<file path="config.mk">
export PLATFORM = sky130hd
export DESIGN_NAME = lockbus_top
export DESIGN_NICKNAME = d
export VERILOG_FILES = /design/src/rtl/lockbus_pkg.sv /design/src/rtl/lockbus_arb.sv /design/src/rtl/lockbus_mem.sv /design/src/rtl/lockbus_engine.sv /design/src/rtl/lockbus_top.sv
export SDC_FILE = /design/constraint.sdc
export NUM_CORES = 1
export LEC_CHECK = 0
export BUFFER_PORTS_ARGS = -buffer_cell sky130_fd_sc_hd__buf_2
export CAP_MARGIN = 20
export CORE_MARGIN = 5
export CORE_UTILIZATION = 43
export DETAILED_ROUTE_END_ITERATION = 16
export GPL_TIMING_DRIVEN = 1
export PLACE_DENSITY = 0.73
export SLEW_MARGIN = 0
export SYNTH_ARGS = -nofsm -noshare
export SYNTH_HDL_FRONTEND = slang
export SYNTH_SLANG_ARGS = --single-unit
</file>
<file path="constraint.sdc">
create_clock -name clk -period 4.5 [get_ports clk]
set_input_delay 0 -clock clk [delete_from_list [all_inputs] [get_ports clk]]
set_output_delay 0 -clock clk [all_outputs]
set_load 0.05 [all_outputs]
</file>
<file path="src/rtl/lockbus_pkg.sv">
package lockbus_pkg;

    localparam int ADDR_W = 3;
    localparam int DATA_W = 8;
    localparam int DEPTH  = 1 << ADDR_W;

    typedef enum logic [1:0] {
        OP_IDLE  = 2'd0,
        OP_READ  = 2'd1,
        OP_WRITE = 2'd2,
        OP_SWAP  = 2'd3
    } bus_op_e;

    typedef struct packed {
        logic              vld;
        bus_op_e           op;
        logic [ADDR_W-1:0] addr;
        logic [DATA_W-1:0] wdata;
    } bus_req_t;

    typedef enum logic [2:0] {
        E_IDLE,
        E_POLL,
        E_SWAP,
        E_OWN,
        E_FREE
    } eng_state_e;

    function automatic logic word_free(input logic [DATA_W-1:0] w);
        return w == '0;
    endfunction

endpackage

</file>
<file path="src/rtl/lockbus_arb.sv">
module lockbus_arb #(
    parameter int NPROC = 3,
    localparam int IDXW = (NPROC > 1) ? $clog2(NPROC) : 1
) (
    input  logic             clk,
    input  logic             rst,
    input  logic [NPROC-1:0] req,
    input  logic             done,
    output logic [NPROC-1:0] gnt,
    output logic [IDXW-1:0]  gnt_idx,
    output logic             gnt_vld
);
    logic [IDXW-1:0] ptr_q;
    logic [IDXW-1:0] hold_idx_q;
    logic            hold_q;
    logic [IDXW-1:0] pick;
    logic            any;

    always_comb begin
        pick = '0;
        any  = 1'b0;
        for (int k = NPROC - 1; k >= 0; k--) begin
            logic [IDXW-1:0] cand;
            cand = IDXW'((int'(ptr_q) + k) % NPROC);
            if (req[cand]) begin
                pick = cand;
                any  = 1'b1;
            end
        end
    end

    always_comb begin
        gnt_vld = hold_q || any;
        gnt_idx = hold_q ? hold_idx_q : pick;
        gnt     = '0;
        if (gnt_vld) gnt[gnt_idx] = 1'b1;
    end

    always_ff @(posedge clk) begin
        if (rst) begin
            ptr_q      <= '0;
            hold_q     <= 1'b0;
            hold_idx_q <= '0;
        end else if (gnt_vld) begin
            if (done) begin
                hold_q <= 1'b0;
                ptr_q  <= (gnt_idx == IDXW'(NPROC - 1)) ? '0 : gnt_idx + 1'b1;
            end else begin
                hold_q     <= 1'b1;
                hold_idx_q <= gnt_idx;
            end
        end
    end
endmodule

</file>
<file path="src/rtl/lockbus_mem.sv">
module lockbus_mem
    import lockbus_pkg::*;
#(
    parameter logic [DATA_W-1:0] LOCK_VAL = 8'd1
) (
    input  logic              clk,
    input  logic              rst,
    input  bus_req_t          req,
    output logic              done,
    output logic [DATA_W-1:0] rdata
);
    logic [DATA_W-1:0] mem_q [DEPTH];
    logic [DATA_W-1:0] old_q;
    logic              swap_pend_q;

    always_comb begin
        done  = 1'b0;
        rdata = '0;
        if (req.vld) begin
            unique case (req.op)
                OP_READ:  begin done = 1'b1; rdata = mem_q[req.addr]; end
                OP_WRITE: done = 1'b1;
                OP_SWAP:  if (swap_pend_q) begin done = 1'b1; rdata = old_q; end
                default:  done = 1'b0;
            endcase
        end
    end

    always_ff @(posedge clk) begin
        if (rst) begin
            for (int i = 0; i < DEPTH; i++) mem_q[i] <= '0;
            old_q       <= '0;
            swap_pend_q <= 1'b0;
        end else if (req.vld) begin
            if (req.op == OP_WRITE) begin
                mem_q[req.addr] <= req.wdata;
            end else if (req.op == OP_SWAP) begin
                if (swap_pend_q) begin
                    mem_q[req.addr] <= LOCK_VAL;
                    swap_pend_q     <= 1'b0;
                end else begin
                    old_q       <= mem_q[req.addr];
                    swap_pend_q <= 1'b1;
                end
            end
        end
    end
endmodule

</file>
<file path="src/rtl/lockbus_engine.sv">
module lockbus_engine
    import lockbus_pkg::*;
(
    input  logic              clk,
    input  logic              rst,
    input  logic              acq_go,
    input  logic              rel_go,
    input  logic [ADDR_W-1:0] addr_in,
    input  logic              gnt,
    input  logic              done,
    input  logic [DATA_W-1:0] rdata,
    output bus_req_t          req,
    output logic              owned
);
    eng_state_e        st_q;
    logic [ADDR_W-1:0] addr_q;
    logic              fin;

    assign fin   = gnt && done;
    assign owned = (st_q == E_OWN) || (st_q == E_FREE);

    always_comb begin
        req.vld   = (st_q == E_POLL) || (st_q == E_SWAP) || (st_q == E_FREE);
        req.addr  = addr_q;
        req.wdata = '0;
        unique case (st_q)
            E_POLL:  req.op = OP_READ;
            E_SWAP:  req.op = OP_SWAP;
            E_FREE:  req.op = OP_WRITE;
            default: req.op = OP_IDLE;
        endcase
    end

    always_ff @(posedge clk) begin
        if (rst) begin
            st_q   <= E_IDLE;
            addr_q <= '0;
        end else begin
            unique case (st_q)
                E_IDLE: if (acq_go) begin
                    st_q   <= E_POLL;
                    addr_q <= addr_in;
                end
                E_POLL: if (fin && word_free(rdata)) st_q <= E_SWAP;
                E_SWAP: if (fin) st_q <= word_free(rdata) ? E_OWN : E_POLL;
                E_OWN:  if (rel_go) st_q <= E_FREE;
                E_FREE: if (fin) st_q <= E_IDLE;
                default: st_q <= E_IDLE;
            endcase
        end
    end
endmodule

</file>
<file path="src/rtl/lockbus_top.sv">
module lockbus_top
    import lockbus_pkg::*;
#(
    parameter int                NPROC    = 3,
    parameter logic [DATA_W-1:0] LOCK_VAL = 8'd1,
    localparam int               IDXW     = (NPROC > 1) ? $clog2(NPROC) : 1
) (
    input  logic                    clk,
    input  logic                    rst,
    input  logic [NPROC-1:0]        acq_go,
    input  logic [NPROC-1:0]        rel_go,
    input  logic [NPROC*ADDR_W-1:0] lock_addr,
    output logic [NPROC-1:0]        owned,
    output logic [NPROC-1:0]        bus_gnt,
    output logic [1:0]              bus_op,
    output logic [ADDR_W-1:0]       bus_addr,
    output logic                    bus_done,
    output logic [DATA_W-1:0]       bus_rdata
);
    bus_req_t          reqs [NPROC];
    logic [NPROC-1:0]  req_vec;
    logic [IDXW-1:0]   gnt_idx;
    logic              gnt_vld;
    bus_req_t          mem_req;

    for (genvar g = 0; g < NPROC; g++) begin : g_eng
        lockbus_engine eng_i (
            .clk     (clk),
            .rst     (rst),
            .acq_go  (acq_go[g]),
            .rel_go  (rel_go[g]),
            .addr_in (lock_addr[g*ADDR_W +: ADDR_W]),
            .gnt     (bus_gnt[g]),
            .done    (bus_done),
            .rdata   (bus_rdata),
            .req     (reqs[g]),
            .owned   (owned[g])
        );
        assign req_vec[g] = reqs[g].vld;
    end

    lockbus_arb #(.NPROC(NPROC)) arb_i (
        .clk     (clk),
        .rst     (rst),
        .req     (req_vec),
        .done    (bus_done),
        .gnt     (bus_gnt),
        .gnt_idx (gnt_idx),
        .gnt_vld (gnt_vld)
    );

    always_comb begin
        mem_req     = reqs[gnt_idx];
        mem_req.vld = gnt_vld && reqs[gnt_idx].vld;
    end

    lockbus_mem #(.LOCK_VAL(LOCK_VAL)) mem_i (
        .clk   (clk),
        .rst   (rst),
        .req   (mem_req),
        .done  (bus_done),
        .rdata (bus_rdata)
    );

    assign bus_op   = mem_req.vld ? mem_req.op : OP_IDLE;
    assign bus_addr = mem_req.addr;
endmodule

</file>
==> results.md, run 1 <==
* Drc violations at 0
* DR top layer: met4
* Synth Register Bits at 33
* Met3 Wirelength at 485 um
* Worst VDD drop at 0.000215 V
* Cell family with most CP delay: simple AND/OR/NAND/NOR gates
* Worst slew margin at 50.0%
* CTS tree: built
* Critical path arrival at 4.10 ns
* Crit path max-delay cell type: ha_1
* Inserted Clock Buffers at 5
* Synth warn at 0
* Port-buffer cells at 29
* Unique cell type count in the Yosys netlist at 71
* Root Driver: clkbuf_8
* ANT nets after route at 0
* RSZ-0062 raised after global routing: no
* Post-synthesis adder-cell area fraction at 3.21%
* LEAKAGE at 1.23 nW
* Peak Freq at 244 MHz
* Worst path bufs/invs at 4
* Post-Synthesis Cell Area at 2650 sq um
* Die H at 88.6 um
* Async S/R FF share, synth at 0%
* Postcts setup bufs at 0
* Drt total wl at 6350 um
* Min Tclk post-route at 4.10 ns
* CP Launch Type: register
* HP Class: in -> reg
* Cell-by-cell trace of the critical path: inv_1 > ha_1 > and3_1 > nor4_1 > o22a_1 > and2_4 > nor3_1 > a21oi_1 > nor2_1 > a41oi_2 > inv_1 > ha_1 > a21oi_1 > nor2_1 > nand2_1 > inv_1 > buf_2
* Main combinational cell family by area after synthesis: compound AO/OA/AOI/OAI gates
* Final Hold Vio Count at 0
* CP Class: reg -> out
* Sequential area share after synthesis at 27.9%
* Hold worst-path end: g_eng[2].eng_i.addr_q[1]$_SDFFE_PP0P_
* TNS Setup at 0 ns
* Routability cong. at 0.985
* Met2 WL at 2920 um
* Crit. End Element: output port
* DP Cell Count at 409
* Post-synthesis simple-gate area fraction at 23.3%
* Synth Area per Inst at 8.07 sq um
* Post-Synth XOR/XNOR Area at 2.31%
* Reg area at 741 sq um
* Max Root-Sink Buffers at 2
* Global-route wire length before repair at 10600 um
* Critical path peak fanout at 11
* Mux contribution to synthesized area at 6.65%
* Final period utilization at 91.1%
* P per Cell Area at 484 nW/um^2
* Nets at 374
* CP required at 4.50 ns
* Multi-input gate area at 1670 sq um
* Rows at 28
* CP max stage delay at 0.40 ns
* Largest net degree at the start of global routing at 34
* Vias at 2368
* Router iterations before antenna repair at 5
* Total GRT Usage at 17.2%
* Fin cells at 427
* Hold Crit Start: acq_go[2]
* R2R Path Start: arb_i.ptr_q[0]$_SDFFE_PP0P_
* Clock Skew at 0.00543 ns
* R2r setup slk at 0.43 ns
* Dpl hpwl at 4720 um
* Status: complete, no violations
* Clk_lat worst skew at 0.30 ns
* Routed len/inst at 14.9 um
* # IOs at 37
* Diode count at 0
* Initial antenna violation count at 0
* Area contributors post-synth: dfxtp_1, edfxtp_1, nor2_1
* Die Wd at 88.6 um
* Via density at 5.55
* Synth area leader: dfxtp_1
* Top_reg_cell synth: dfxtp_1
* Core area at 5960 sq um
* Final setup vio count at 0
* Filler cells at 605
* Worst R2R End: g_eng[1].eng_i.st_q[1]$_SDFFE_PP0P_
* H-tree levels at 2
* Initial DRC count at 107
* WHS Path Cells at 3
* Area grow syn2layout at 11.3%
* Starting Density at 44.6%
* Global route overflow at 0
* Die area at 7840 sq um
* Cell count after synthesis at 329
* Vias in the first global route at 2322
* Sink Count at 33
* Post-synth EDFFs at 8
* Layout cells sized above 1 at 16.5%
* Slew Viols, Final at 0
* Cells on worst reg2reg path at 18
* Max_cap viols at 0
* Top cell by count, worst path: inv_1
* Synth top area share at 18.9%
* Compound-gate portion of the synthesized area at 25.8%
* Slew @ Worst Pin at 0.749 ns
* M1 WL at 2810 um
* Worst-path clk slew at 0.07 ns
-- routing by layer --
layer	global-route usage (%)	up-vias
li1	-	1189
met1	21.2	1092
met2	29.0	73
met3	4.28	14
met4	6.59	0
met5	0	-
-- where the power goes --
| group | internal [mW] | switching (mW) | total (mW) | leakage [nW] |
|---|---|---|---|---|
| Sequential | 0.333 | 0.0509 | 0.384 | 0.287 |
| Clock | 0.163 | 0.118 | 0.282 | 0.0528 |
| Combinational | 0.261 | 0.501 | 0.762 | 0.893 |
| Total | 0.758 | 0.670 | 1.43 | 1.23 |
-- cell families after synthesis --
logic type,count (synthesis)
adder cells (fa/ha/maj),7
AO/OA/AOI/OAI,84
XOR/XNOR,7
flip-flops,33
multiplexers,15
buffers and inverters,53
other,1
AND/OR/NAND/NOR,129
-- cell type report --
| cell class | count | share of cell area, % |
|---|---|---|
| Sequential cell | 33 | 25.1 |
| Clock inverter | 2 | 1.14 |
| Clock buffer | 6 | 2.46 |
| Inverter | 20 | 2.63 |
| Timing Repair Buffer | 42 | 9.07 |
| Tap cell | 75 | 3.18 |
| Multi-Input combinational cell | 249 | 56.4 |
-- placed cells by master, fill, tap and decap left out, types with 3 or more instances in the layout --
master,netlist,layout
mux2i_1,12,12
clkbuf_8,0,5
and2_1,4,4
nor3_1,11,11
a21oi_1,21,21
edfxtp_1,8,8
nand3_1,10,10
a211o_1,3,3
dfxtp_1,25,25
a211oi_1,4,4
a21o_1,8,8
ha_1,6,6
a31oi_1,4,4
nand2b_1,4,4
buf_4,16,3
or3b_1,3,3
inv_1,17,17
dlygate4sd3_1,0,10
o211ai_1,3,3
o21ai_0,7,7
nand2_1,27,27
nor3b_1,3,3
nor2_1,49,49
nor2b_1,4,4
buf_2,5,29
xor2_1,3,3
xnor2_1,4,4
conb_1,1,7
-- worst register-to-register path: stages (launching register included) --
cell and delay [ns]:
dfxtp_1 0.35, inv_1 0.05, ha_1 0.40, and3_1 0.22, nor4_1 0.35, o22a_1 0.33, and2_4 0.29, nor3_1 0.07
a21oi_1 0.15, nor2_1 0.07, a41oi_2 0.25, inv_1 0.10, ha_1 0.27, a21oi_1 0.18, nor2_1 0.10, and3_1 0.24
a211o_1 0.30, a21oi_1 0.15, o31ai_1 0.08
-- through the flow --
step	hold slack, ns	setup slack [ns]	utilization, %	power (mW)	area (sq um)
floorplan	0.141	0.562	-	1.02	2680
global placement	0.239	0.456	45.9	1.12	2730
detailed placement	0.251	0.305	45.9	1.14	2730
finish	0.0140	0.399	49.6	1.43	2950
global route	0.0150	0.0165	49.6	1.53	2950
CTS	0.00848	0.251	49.3	1.42	2940
-- how the worst max path moves through the flow --
stage,from,end,slack [ns],depth (start not counted)
after floorplan,arb_i.ptr_q[1]$_SDFFE_PP0P_,g_eng[1].eng_i.st_q[1]$_SDFFE_PP0P_,0.56,21
after global placement,arb_i.ptr_q[0]$_SDFFE_PP0P_,g_eng[1].eng_i.st_q[1]$_SDFFE_PP0P_,0.46,18
after detailed placement,arb_i.ptr_q[1]$_SDFFE_PP0P_,g_eng[1].eng_i.st_q[1]$_SDFFE_PP0P_,0.30,18
after CTS,arb_i.ptr_q[1]$_SDFFE_PP0P_,bus_done,0.25,17
after global routing,arb_i.ptr_q[0]$_SDFFE_PP0P_,g_eng[1].eng_i.st_q[1]$_SDFFE_PP0P_,0.02,18
final,arb_i.ptr_q[0]$_SDFFE_PP0P_,bus_done,0.40,17
-- Yosys cell counts (all sizes together) (3+ instances only) --
library cell,number
inv,20
clkbuf,10
nor2b,4
or3b,3
xor2,3
o21ai,9
nand2b,4
o31ai,3
dfxtp,25
xnor2,4
a21o,8
nand3,10
nor2,50
a211o,3
a211oi,5
nor3,11
o211ai,3
buf,23
edfxtp,8
a21oi,22
a31oi,4
ha,6
mux2i,14
nor3b,3
and2,6
nand2,27
-- what timing repair did --
| item | CTS | global route |
|---|---|---|
| hold endpoints to repair | 10 | 0 |
| hold buffers | 10 | 0 |
| gates resized for setup | 0 | 2 |
| setup endpoints to repair | 0 | 9 |
-- registers in the layout (all words and copies together) (netlist names) --
signal              count
arb_i.hold_idx_q        2
arb_i.ptr_q             2
g_eng.eng_i.addr_q      9
g_eng.eng_i.st_q        9
arb_i.hold_q            1
mem_i.mem_q             8
mem_i.old_q             1
mem_i.swap_pend_q       1
Power figures use the tool's default switching activity.
==> run 2: changes to the inputs <==
--- a/config.mk
+++ b/config.mk
@@ -10,4 +10,5 @@
 export CORE_MARGIN = 5
 export CORE_UTILIZATION = 43
+export CTS_BUF_LIST = sky130_fd_sc_hd__clkbuf_4 sky130_fd_sc_hd__clkbuf_8
 export DETAILED_ROUTE_END_ITERATION = 16
 export GPL_TIMING_DRIVEN = 1
==> constraint.sdc (replaced) <==
create_clock -name clk -period 4.5 [get_ports clk]
set_input_delay 0 -clock clk [delete_from_list [all_inputs] [get_ports clk]]
set_output_delay 0 -clock clk [all_outputs]
set_load 0.01 [all_outputs]
==> run 2 against run 1 <==
Net effect:
- critical path depth increased by 1
- clock skew shrank 0.0019 ns
- flip-flop and latch count unchanged
- hold slack lost 0.0012 ns
- largest power group unchanged
- highest routed layer unchanged
==> results.md, run 2 (same netlist as run 1, synthesis figures left out) <==
* Status: complete, no violations
* Sw Share at 42.4%
* Nets at 374
* Die H at 88.6 um
* Initial antenna violation count at 0
* Routability cong. at 0.985
* Global-route wire length before repair at 10600 um
* Final Hold Vio Count at 0
* Worst slew margin at 49.9%
* Vias at 2354
* Inserted Clock Buffers at 5
* Via density at 5.51
* Root Driver: clkbuf_8
* Global route overflow at 0
* Reg area at 741 sq um
* Sink Count at 33
* CP Launch Type: register
* P per Cell Area at 448 nW/um^2
* Router iterations before antenna repair at 4
* Clock Power Share at 21.7%
* CP Class: reg -> reg
* Largest net degree at the start of global routing at 34
* TNS Setup at 0 ns
* HP Class: in -> reg
* RSZ-0062 raised after global routing: no
* Cells on worst reg2reg path at 18
* Routed len/inst at 14.8 um
* Final period utilization at 90.3%
* Peak Freq at 246 MHz
* Core area at 5960 sq um
* Min Tclk post-route at 4.06 ns
* # IOs at 37
* R2r setup slk at 0.44 ns
* Final setup vio count at 0
* Layout cells sized above 1 at 16.8%
* Combinational Power Share at 49.3%
* CTS tree: built
* ANT nets after route at 0
* Most frequent cells in the layout: nor2_1, buf_2, nand2_1, dfxtp_1, a21oi_1
* Clock Skew at 0.00352 ns
* Starting Density at 44.6%
* Rows at 28
* Hold worst-path end: g_eng[2].eng_i.addr_q[1]$_SDFFE_PP0P_
* Drc violations at 0
* Total GRT Usage at 17.2%
* Area grow syn2layout at 11.4%
* Die Wd at 88.6 um
* Flop pwr share at 29.0%
* Multi-input gate area at 1670 sq um
* Dpl hpwl at 4720 um
* Most common cell after layout, fill and taps aside: nor2_1
* Vias in the first global route at 2322
* Drt total wl at 6330 um
* Die area at 7840 sq um
* Max_cap viols at 0
* Port-buffer cells at 29
* LEAKAGE at 1.24 nW
* Slew @ Worst Pin at 0.750 ns
* CP required at 4.68 ns
* Postcts setup bufs at 0
* R2R Path Start: arb_i.ptr_q[0]$_SDFFE_PP0P_
* Net Switching at 0.561 mW
* Filler cells at 603
* Critical path arrival at 4.24 ns
* Crit. End Element: register
* Worst VDD drop at 0.000210 V
* Initial DRC count at 98
* H-tree levels at 2
* Leading registers by flop count: g_eng.eng_i.addr_q (9), g_eng.eng_i.st_q (9), mem_i.mem_q (8)
* Diode count at 0
* Internal at 0.763 mW
* Post-route setup slack at 0.437 ns
* Hold Crit Start: acq_go[2]
* Critical path peak fanout at 11
* Worst-path clk slew at 0.07 ns
* WHS Path Cells at 3
* Setup WS pre-CTS at 0.305 ns
* Slew Viols, Final at 0
* Max Root-Sink Buffers at 2
* Worst R2R End: g_eng[1].eng_i.st_q[1]$_SDFFE_PP0P_
* Clk_lat worst skew at 0.30 ns
run 2: cell counts in the layout (fill, tap and decap cells not counted):
Identical to the previous run, type by type.
run 2: worst max path at each step:
stage / start / depth (start not counted) / endpoint
2_1_floorplan: arb_i.ptr_q[1]$_SDFFE_PP0P_ / 20 / g_eng[1].eng_i.st_q[1]$_SDFFE_PP0P_
3_3_place_gp: arb_i.ptr_q[0]$_SDFFE_PP0P_ / 18 / g_eng[1].eng_i.st_q[1]$_SDFFE_PP0P_
3_5_place_dp: arb_i.ptr_q[1]$_SDFFE_PP0P_ / 18 / g_eng[1].eng_i.st_q[1]$_SDFFE_PP0P_
4_1_cts: arb_i.ptr_q[1]$_SDFFE_PP0P_ / 18 / g_eng[1].eng_i.st_q[1]$_SDFFE_PP0P_
5_1_grt: arb_i.ptr_q[0]$_SDFFE_PP0P_ / 18 / g_eng[1].eng_i.st_q[1]$_SDFFE_PP0P_
6_report: arb_i.ptr_q[0]$_SDFFE_PP0P_ / 18 / g_eng[1].eng_i.st_q[1]$_SDFFE_PP0P_
run 2: metal layers:
metal  up-vias  wire (um)  GRT usage (%)
met5         -          0              0
li1       1191          -              -
met4         0        121           6.59
met3        11        431           4.28
met1      1089       2830           21.2
met2        63       2940           29.0
run 2: worst max-delay path, cell delays in order (launching register included):
cell and delay, ns:
dfxtp_1 0.35, inv_1 0.05, ha_1 0.39, and3_1 0.22
nor4_1 0.35, o22a_1 0.33, and2_4 0.29, nor3_1 0.07
a21oi_1 0.15, nor2_1 0.07, a41oi_2 0.25, inv_1 0.10
ha_1 0.27, a21oi_1 0.18, nor2_1 0.10, and3_1 0.24
a211o_1 0.30, a21oi_1 0.15, o31ai_1 0.08
run 2: repair_timing:
| action | in CTS | in global routing |
|---|---|---|
| hold endpoints to repair | 10 | 0 |
| endpoints found under the setup margin | 0 | 8 |
| gates resized for setup | 0 | 2 |
| hold buffers | 10 | 0 |
run 2: area by class of cell:
cell class / count / area share [%]
repair buffers: 42 / 9.06
clock inverters: 2 / 1.14
flip-flops and latches: 33 / 25.1
inverters: 20 / 2.62
clock buffers: 6 / 2.58
well taps: 75 / 3.17
multi-input cells: 249 / 56.4
run 2: power groups by stage:
stage	clock network (mW)	logic, mW	registers, mW
4_1_cts	0.291	0.648	0.383
2_1_floorplan	0	0.554	0.361
3_5_place_dp	0	0.640	0.390
6_report	0.287	0.653	0.384
3_3_place_gp	0	0.625	0.388
5_1_grt	0.306	0.728	0.391
run 2: metrics by stage:
step | hold slack [ns] | total power [mW] | area (sq um) | std cells | utilization, %
floorplan | 0.140 | 0.915 | 2680 | 335 | -
global placement | 0.239 | 1.01 | 2730 | 409 | 45.9
detailed placement | 0.251 | 1.03 | 2730 | 409 | 45.9
CTS | 0.00699 | 1.32 | 2940 | 427 | 49.4
global route | 0.0148 | 1.43 | 2960 | 427 | 49.6
finish | 0.0129 | 1.32 | 2960 | 427 | 49.6
